$ cat config.mk
export PLATFORM = sky130hd
export DESIGN_NAME = dmac_regfile
export DESIGN_NICKNAME = d
export VERILOG_FILES = /design/src/rtl/dmac_pkg.sv /design/src/rtl/dmac_chan_bank.sv /design/src/rtl/dmac_irq_ctrl.sv /design/src/rtl/dmac_rd_mux.sv /design/src/rtl/dmac_regfile.sv
export SDC_FILE = /design/constraint.sdc
export NUM_CORES = 2
export LEC_CHECK = 0
export ABC_AREA = 1
export BUFFER_PORTS_ARGS = -buffer_cell sky130_fd_sc_hd__buf_2
export CORE_AREA = 2 2 547 549
export CTS_BUF_LIST = sky130_fd_sc_hd__clkbuf_8 sky130_fd_sc_hd__clkbuf_16
export DETAILED_ROUTE_END_ITERATION = 6
export DIE_AREA = 0 0 549 551
export PLACE_DENSITY_LB_ADDON = 0.3
export SYNTH_ARGS = -nofsm -noshare
export SYNTH_HDL_FRONTEND = slang
export SYNTH_SLANG_ARGS = --single-unit
$ cat constraint.sdc
create_clock -name clk -period 1.85 [get_ports clk]
set_input_delay 0 -clock clk [delete_from_list [all_inputs] [get_ports clk]]
set_output_delay 0 -clock clk [all_outputs]
set_load 0.01 [all_outputs]
$ cat src/rtl/dmac_pkg.sv
package dmac_pkg;
  localparam int WORD_W  = 32;
  localparam int BUS_AW  = 12;
  localparam int CH_IDXW = 3;
  localparam int GIDX_W  = 6;

  localparam logic [2:0] CR_SRC = 3'd0;
  localparam logic [2:0] CR_DST = 3'd1;
  localparam logic [2:0] CR_LLI = 3'd2;
  localparam logic [2:0] CR_CTL = 3'd3;
  localparam logic [2:0] CR_CFG = 3'd4;

  localparam logic [GIDX_W-1:0] G_STAT  = 6'd0;
  localparam logic [GIDX_W-1:0] G_TCST  = 6'd1;
  localparam logic [GIDX_W-1:0] G_TCCLR = 6'd2;
  localparam logic [GIDX_W-1:0] G_ERST  = 6'd3;
  localparam logic [GIDX_W-1:0] G_ERCLR = 6'd4;
  localparam logic [GIDX_W-1:0] G_RAWTC = 6'd5;
  localparam logic [GIDX_W-1:0] G_RAWER = 6'd6;
  localparam logic [GIDX_W-1:0] G_ENMAP = 6'd7;
  localparam logic [GIDX_W-1:0] G_GCFG  = 6'd12;
  localparam logic [GIDX_W-1:0] G_SYNC  = 6'd13;

  localparam int CFG_EN_BIT  = 0;
  localparam int CFG_ERM_BIT = 14;
  localparam int CFG_TCM_BIT = 15;

  typedef struct packed {
    logic                hit_ch;
    logic                hit_glb;
    logic                hit_id;
    logic [CH_IDXW-1:0]  ch;
    logic [2:0]          creg;
    logic [GIDX_W-1:0]   gidx;
    logic [2:0]          idb;
  } dec_t;

  function automatic dec_t decode_addr(input logic [BUS_AW-1:0] a);
    dec_t d;
    d.hit_ch  = (a[11:8] == 4'h1);
    d.hit_glb = (a[11:8] == 4'h0);
    d.hit_id  = (a[11:5] == 7'h7F);
    d.ch      = a[7:5];
    d.creg    = a[4:2];
    d.gidx    = a[7:2];
    d.idb     = a[4:2];
    return d;
  endfunction

  function automatic logic [7:0] id_byte(input int nch, input logic [2:0] idx);
    case (idx)
      3'd0:    return (nch == 8) ? 8'h80 : 8'h81;
      3'd1:    return 8'h10;
      3'd2:    return 8'h04;
      3'd3:    return 8'h0A;
      3'd4:    return 8'h0D;
      3'd5:    return 8'hF0;
      3'd6:    return 8'h05;
      default: return 8'hB1;
    endcase
  endfunction
endpackage

$ cat src/rtl/dmac_chan_bank.sv
module dmac_chan_bank
  import dmac_pkg::*;
#(
  parameter int NUM_CH = 8,
  localparam int CW = NUM_CH * WORD_W
)(
  input  logic               clk,
  input  logic               rst_n,
  input  logic               wr_en,
  input  logic [CH_IDXW-1:0] wr_ch,
  input  logic [2:0]         wr_reg,
  input  logic [WORD_W-1:0]  wr_data,
  input  logic [NUM_CH-1:0]  done,
  output logic [CW-1:0]      src_flat,
  output logic [CW-1:0]      dst_flat,
  output logic [CW-1:0]      lli_flat,
  output logic [CW-1:0]      ctl_flat,
  output logic [CW-1:0]      cfg_flat
);
  for (genvar c = 0; c < NUM_CH; c++) begin : g_ch
    logic              sel;
    logic [WORD_W-1:0] src_q, dst_q, lli_q, ctl_q, cfg_q;

    assign sel = wr_en && (wr_ch == CH_IDXW'(c));

    always_ff @(posedge clk) begin
      if (!rst_n) begin
        src_q <= '0;
        dst_q <= '0;
        lli_q <= '0;
        ctl_q <= '0;
        cfg_q <= '0;
      end else begin
        if (sel && wr_reg == CR_SRC) src_q <= wr_data;
        if (sel && wr_reg == CR_DST) dst_q <= wr_data;
        if (sel && wr_reg == CR_LLI) lli_q <= wr_data;
        if (sel && wr_reg == CR_CTL) ctl_q <= wr_data;
        if (sel && wr_reg == CR_CFG) cfg_q <= wr_data;
        else if (done[c])            cfg_q[CFG_EN_BIT] <= 1'b0;
      end
    end

    assign src_flat[c*WORD_W +: WORD_W] = src_q;
    assign dst_flat[c*WORD_W +: WORD_W] = dst_q;
    assign lli_flat[c*WORD_W +: WORD_W] = lli_q;
    assign ctl_flat[c*WORD_W +: WORD_W] = ctl_q;
    assign cfg_flat[c*WORD_W +: WORD_W] = cfg_q;
  end
endmodule

$ cat src/rtl/dmac_irq_ctrl.sv
module dmac_irq_ctrl #(
  parameter int NUM_CH = 8
)(
  input  logic              clk,
  input  logic              rst_n,
  input  logic [NUM_CH-1:0] tc_set,
  input  logic [NUM_CH-1:0] err_set,
  input  logic              tc_clr_we,
  input  logic              err_clr_we,
  input  logic [NUM_CH-1:0] clr_bits,
  input  logic [NUM_CH-1:0] tc_mask,
  input  logic [NUM_CH-1:0] err_mask,
  output logic [NUM_CH-1:0] raw_tc,
  output logic [NUM_CH-1:0] raw_err,
  output logic              irq_tc,
  output logic              irq_err,
  output logic              irq_any
);
  logic [NUM_CH-1:0] tc_kill, err_kill;
  logic              tc_lvl, err_lvl;

  assign tc_kill = tc_clr_we  ? clr_bits : '0;
  assign err_kill = err_clr_we ? clr_bits : '0;
  assign tc_lvl  = |(raw_tc & tc_mask);
  assign err_lvl = |(raw_err & err_mask);

  always_ff @(posedge clk) begin
    if (!rst_n) begin
      raw_tc  <= '0;
      raw_err <= '0;
      irq_tc  <= 1'b0;
      irq_err <= 1'b0;
      irq_any <= 1'b0;
    end else begin
      raw_tc  <= (raw_tc & ~tc_kill) | tc_set;
      raw_err <= (raw_err & ~err_kill) | err_set;
      irq_tc  <= tc_lvl;
      irq_err <= err_lvl;
      irq_any <= tc_lvl | err_lvl;
    end
  end
endmodule

$ cat src/rtl/dmac_rd_mux.sv
module dmac_rd_mux
  import dmac_pkg::*;
#(
  parameter int NUM_CH = 8,
  localparam int CW = NUM_CH * WORD_W
)(
  input  logic              bus_en,
  input  dec_t              dec,
  input  logic              ch_ok,
  input  logic [CW-1:0]     src_flat,
  input  logic [CW-1:0]     dst_flat,
  input  logic [CW-1:0]     lli_flat,
  input  logic [CW-1:0]     ctl_flat,
  input  logic [CW-1:0]     cfg_flat,
  input  logic [NUM_CH-1:0] raw_tc,
  input  logic [NUM_CH-1:0] raw_err,
  input  logic [NUM_CH-1:0] tc_mask,
  input  logic [NUM_CH-1:0] err_mask,
  input  logic [NUM_CH-1:0] en_map,
  input  logic [WORD_W-1:0] gcfg,
  input  logic [WORD_W-1:0] sync_w,
  output logic [WORD_W-1:0] rdata
);
  logic [WORD_W-1:0] word;
  logic [NUM_CH-1:0] m_tc, m_err;

  assign m_tc  = raw_tc & tc_mask;
  assign m_err = raw_err & err_mask;

  always_comb begin
    word = '0;
    if (dec.hit_id) begin
      word = {{(WORD_W-8){1'b0}}, id_byte(NUM_CH, dec.idb)};
    end else if (dec.hit_ch && ch_ok) begin
      for (int i = 0; i < NUM_CH; i++) begin
        if (dec.ch == CH_IDXW'(i)) begin
          case (dec.creg)
            CR_SRC:  word = src_flat[i*WORD_W +: WORD_W];
            CR_DST:  word = dst_flat[i*WORD_W +: WORD_W];
            CR_LLI:  word = lli_flat[i*WORD_W +: WORD_W];
            CR_CTL:  word = ctl_flat[i*WORD_W +: WORD_W];
            CR_CFG:  word = cfg_flat[i*WORD_W +: WORD_W];
            default: word = '0;
          endcase
        end
      end
    end else if (dec.hit_glb) begin
      case (dec.gidx)
        G_STAT:  word = WORD_W'(m_tc | m_err);
        G_TCST:  word = WORD_W'(m_tc);
        G_ERST:  word = WORD_W'(m_err);
        G_RAWTC: word = WORD_W'(raw_tc);
        G_RAWER: word = WORD_W'(raw_err);
        G_ENMAP: word = WORD_W'(en_map);
        G_GCFG:  word = gcfg;
        G_SYNC:  word = sync_w;
        default: word = '0;
      endcase
    end
  end

  assign rdata = bus_en ? word : '0;
endmodule

$ cat src/rtl/dmac_regfile.sv
module dmac_regfile
  import dmac_pkg::*;
#(
  parameter int NUM_CH = 8,
  localparam int CW = NUM_CH * WORD_W
)(
  input  logic              clk,
  input  logic              rst_n,
  input  logic              bus_en,
  input  logic              bus_we,
  input  logic [11:0]       bus_addr,
  input  logic [31:0]       bus_wdata,
  output logic [31:0]       bus_rdata,
  input  logic [NUM_CH-1:0] eng_tc_set,
  input  logic [NUM_CH-1:0] eng_err_set,
  input  logic [NUM_CH-1:0] eng_ch_done,
  output logic              ctl_enable,
  output logic [NUM_CH-1:0] ch_enabled,
  output logic [CW-1:0]     ch_src_flat,
  output logic [CW-1:0]     ch_dst_flat,
  output logic [CW-1:0]     ch_lli_flat,
  output logic [CW-1:0]     ch_ctl_flat,
  output logic [CW-1:0]     ch_cfg_flat,
  output logic              eng_kick,
  output logic              irq_tc,
  output logic              irq_err,
  output logic              irq_any
);
  dec_t              dec;
  logic              ch_ok, wr_any, ch_wr, glb_wr;
  logic              wr_gcfg, wr_sync, wr_tcclr, wr_erclr;
  logic [WORD_W-1:0] gcfg_q, sync_q;
  logic [NUM_CH-1:0] tc_mask, err_mask, raw_tc, raw_err;

  assign dec      = decode_addr(bus_addr);
  assign ch_ok    = int'(dec.ch) < NUM_CH;
  assign wr_any   = bus_en && bus_we;
  assign ch_wr    = wr_any && dec.hit_ch && ch_ok && (dec.creg <= CR_CFG);
  assign glb_wr   = wr_any && dec.hit_glb;
  assign wr_gcfg  = glb_wr && (dec.gidx == G_GCFG);
  assign wr_sync  = glb_wr && (dec.gidx == G_SYNC);
  assign wr_tcclr = glb_wr && (dec.gidx == G_TCCLR);
  assign wr_erclr = glb_wr && (dec.gidx == G_ERCLR);

  always_ff @(posedge clk) begin
    if (!rst_n) begin
      gcfg_q   <= '0;
      sync_q   <= '0;
      eng_kick <= 1'b0;
    end else begin
      if (wr_gcfg) gcfg_q <= bus_wdata;
      if (wr_sync) sync_q <= bus_wdata;
      eng_kick <= wr_gcfg || (ch_wr && dec.creg == CR_CFG);
    end
  end

  assign ctl_enable = gcfg_q[0];

  dmac_chan_bank #(.NUM_CH(NUM_CH)) bank_i (
    .clk      (clk),
    .rst_n    (rst_n),
    .wr_en    (ch_wr),
    .wr_ch    (dec.ch),
    .wr_reg   (dec.creg),
    .wr_data  (bus_wdata),
    .done     (eng_ch_done),
    .src_flat (ch_src_flat),
    .dst_flat (ch_dst_flat),
    .lli_flat (ch_lli_flat),
    .ctl_flat (ch_ctl_flat),
    .cfg_flat (ch_cfg_flat)
  );

  for (genvar i = 0; i < NUM_CH; i++) begin : g_mask
    assign tc_mask[i]    = ch_cfg_flat[i*WORD_W + CFG_TCM_BIT];
    assign err_mask[i]   = ch_cfg_flat[i*WORD_W + CFG_ERM_BIT];
    assign ch_enabled[i] = ch_cfg_flat[i*WORD_W + CFG_EN_BIT];
  end

  dmac_irq_ctrl #(.NUM_CH(NUM_CH)) irq_i (
    .clk        (clk),
    .rst_n      (rst_n),
    .tc_set     (eng_tc_set),
    .err_set    (eng_err_set),
    .tc_clr_we  (wr_tcclr),
    .err_clr_we (wr_erclr),
    .clr_bits   (bus_wdata[NUM_CH-1:0]),
    .tc_mask    (tc_mask),
    .err_mask   (err_mask),
    .raw_tc     (raw_tc),
    .raw_err    (raw_err),
    .irq_tc     (irq_tc),
    .irq_err    (irq_err),
    .irq_any    (irq_any)
  );

  dmac_rd_mux #(.NUM_CH(NUM_CH)) rd_i (
    .bus_en   (bus_en),
    .dec      (dec),
    .ch_ok    (ch_ok),
    .src_flat (ch_src_flat),
    .dst_flat (ch_dst_flat),
    .lli_flat (ch_lli_flat),
    .ctl_flat (ch_ctl_flat),
    .cfg_flat (ch_cfg_flat),
    .raw_tc   (raw_tc),
    .raw_err  (raw_err),
    .tc_mask  (tc_mask),
    .err_mask (err_mask),
    .en_map   (ch_enabled),
    .gcfg     (gcfg_q),
    .sync_w   (sync_q),
    .rdata    (bus_rdata)
  );
endmodule

==> metrics.txt <==
Synth Flop Type dfxtp_1; final worst setup slack -1110 ps; Final Max Slew Viols 0; Sum Neg Setup Slack -25500 ps; clock root buffer clkbuf_16; first-pass GRT wire length 659 mm; Max VDD drop 0.645 mV; DR pass1 iterations 6; CTS clk-pin slew, worst paths 60 ps; largest net degree at the start of global routing 130; Max Root-Sink Buffers 4; IO buf count 1394; Routed Antenna Nets 0; Startpoint Class flop; EDFF count, synth 0; full die area 302000 sq um; fin nets 10699; fill count 32183; depth of the CTS H-tree 4; Synth top area share 0.467; fraction of registers with async set/reset 0; Comb pwr share 0.098; CP Data Arrival Time 2960 ps; area of the multi-input gates 28600 sq um; commonest cells in the netlist a21oi_1 (1535), dfxtp_1 (1364), nand2_1 (1243); fmax 338 MHz; max_cap viols 0; Ports 1397; final weighted congestion in routability-driven placement 0.991; Min Clock Period, post-route 2960 ps; synthesized area per cell 7.25 sq um; crit-path cells inv_2 > o211ai_1 > nand2_4 > nand2_8 > nand2_4 > nand3_2 > nand2_2 > a21oi_2 > buf_6 > buf_6; Seq pwr share 0.411; grt total ovfl 0; area occupied by registers 27500 sq um; Internal 51.5 mW; final hold slack 67.3 ps; hpwl dp 404 mm; synthesized flop and latch total 1364; Syn Std Cell Area 58400 sq um; CTS tree yes; Tightest Pin Transition 1260 ps; syn_nets 8132; CTS Sinks 1364; Detailed Route WL 515 mm; Synth Instances 8060; Skew-Pair Late Insertion Delay 900 ps; power per cell area 768 nW/um^2; CP max FO 2; Setup Skew 82.5 ps; P_sw 20.2 mW; HP Class input port to flop; die width 549 um; kind of critical path flop to output pin; site row count 200; Fin. Hold Viols 0; Leakage 39.7 nW; Die Ht 551 um; post-synth cell types 34; DR vias/cell 5.02; top-count cell post-synth a21oi_1; outcome finished with violations; Yosys top cell by area dfxtp_1; share of layout cells above drive strength 1 0.398; drt first-iter violations 10038; final design utilization 0.315; routed vias 73849; Core ar. 296000 sq um; top cells by area, synth dfxtp_1 (47%), a21oi_1 (13%), o21ai_0 (9.4%); Final Cycle Share 1.60; Seq/Total Area, Yosys 0.467; Residual DRC 2; gr usage total 0.325; clock power share 0.491; Yosys warning total 0; sw frac 0.281; initial antenna violation count 80; RSZ-0062 raised after global routing true; CTS buffer count 171; CP Capture Type output pin; initial core utilization 0.197; failing checks design-rule violations, negative setup slack; Avg WL per Cell 35.0 um; critical path's slowest cell o211ai_1; vias in the first global route 67241; Slew Limit Headroom 0.154; Area Overhead vs Synth 59.5%; worst path required time 1850 ps; final-report setup violation count 32; CP peak stage delay 830 ps
## layer usage
layer	vias to the layer above	global-route usage	part of all wire
li1	32452	-	-
met1	35594	0.399	0.39
met2	4773	0.473	0.41
met3	988	0.137	0.13
met4	42	0.184	0.068
met5	-	0	0.00070
## what timing repair did
item	CTS	global route
setup buffers	43	26
gates cloned	1	0
gates resized for setup	917	355
hold endpoints to repair	1315	0
endpoints found under the setup margin	33	34
pin swaps	275	242
hold buffers	119	0
## placed cells by master (no fill, tap or decap), drive strengths merged, types with 110 or more instances in the layout
cell type | synthesis | layout
buf | 217 | 3064
a21oi | 1535 | 1535
dfxtp | 1364 | 1364
nand2 | 1243 | 1243
o21ai | 1180 | 1180
inv | 745 | 784
nand3 | 514 | 514
nor2 | 250 | 250
clkbuf | 573 | 216
dlygate4sd3 | 0 | 118
o22ai | 110 | 110
## cell type report
class | instances | area share
diodes | 29 | 0.000778
clock buffers | 215 | 0.0528
clock inverters | 88 | 0.00843
inverters | 745 | 0.0308
multi-input cells | 5161 | 0.307
flip-flops and latches | 1364 | 0.295
well taps | 3939 | 0.0529
repair buffers | 3184 | 0.252
## power by group through the flow
stage	sequential, mW	combinational [mW]	clock (mW)
after floorplan	30.1	1.88	0
after global placement	30.1	6.20	0
after detailed placement	30.1	6.19	0
after CTS	29.4	6.84	35.4
after global routing	29.4	7.11	36.5
final	29.4	7.02	35.2
## kinds of logic after synthesis
logic type             Yosys count  share of synthesized area
AOI/OAI and AO/OA             3069                      0.278
and+or+nand+nor               2092                      0.151
DFF                           1364                      0.467
buffers and inverters         1535                      0.104
## state kept, by name (all words and copies together) (netlist names), 8 cells and up
register           count
sync_q                32
gcfg_q                32
bank_i.g_ch.src_q    256
irq_i.raw_err          8
irq_i.raw_tc           8
bank_i.g_ch.cfg_q    256
bank_i.g_ch.dst_q    256
bank_i.g_ch.lli_q    256
bank_i.g_ch.ctl_q    256
## path summary, 6_finish.rpt
check | start | to | slack, ps | depth (start not counted)
max | bank_i.g_ch[3].src_q[6] | bus_rdata[6] | -1110 | 10
min | bus_addr[2] | bank_i.g_ch[3].src_q[7] | 70 | 8
max reg2reg | bank_i.g_ch[4].cfg_q[15] | irq_i.irq_any | 110 | 8
min reg2reg | bank_i.g_ch[0].ctl_q[19] | bank_i.g_ch[0].ctl_q[19] | 460 | 2
## critical path, delay by kind of cell, from the launching register on
kind                   cells  cell delay (ps)
AO/OA/AOI/OAI              2              970
AND/OR/NAND/NOR            5              520
flip-flops                 1              330
buffers and inverters      3              290
## through the flow
stage	area [sq um]	instances	setup WS [ps]	power (mW)
after global placement	82300	14247	-1970	36.3
after floorplan	58400	8060	205	31.9
final	93200	14725	-1110	71.6
after detailed placement	82300	14247	-1930	36.3
after CTS	92000	14684	-1100	71.6
after global routing	93200	14708	-1220	73.0
Power figures use the tool's default switching activity.
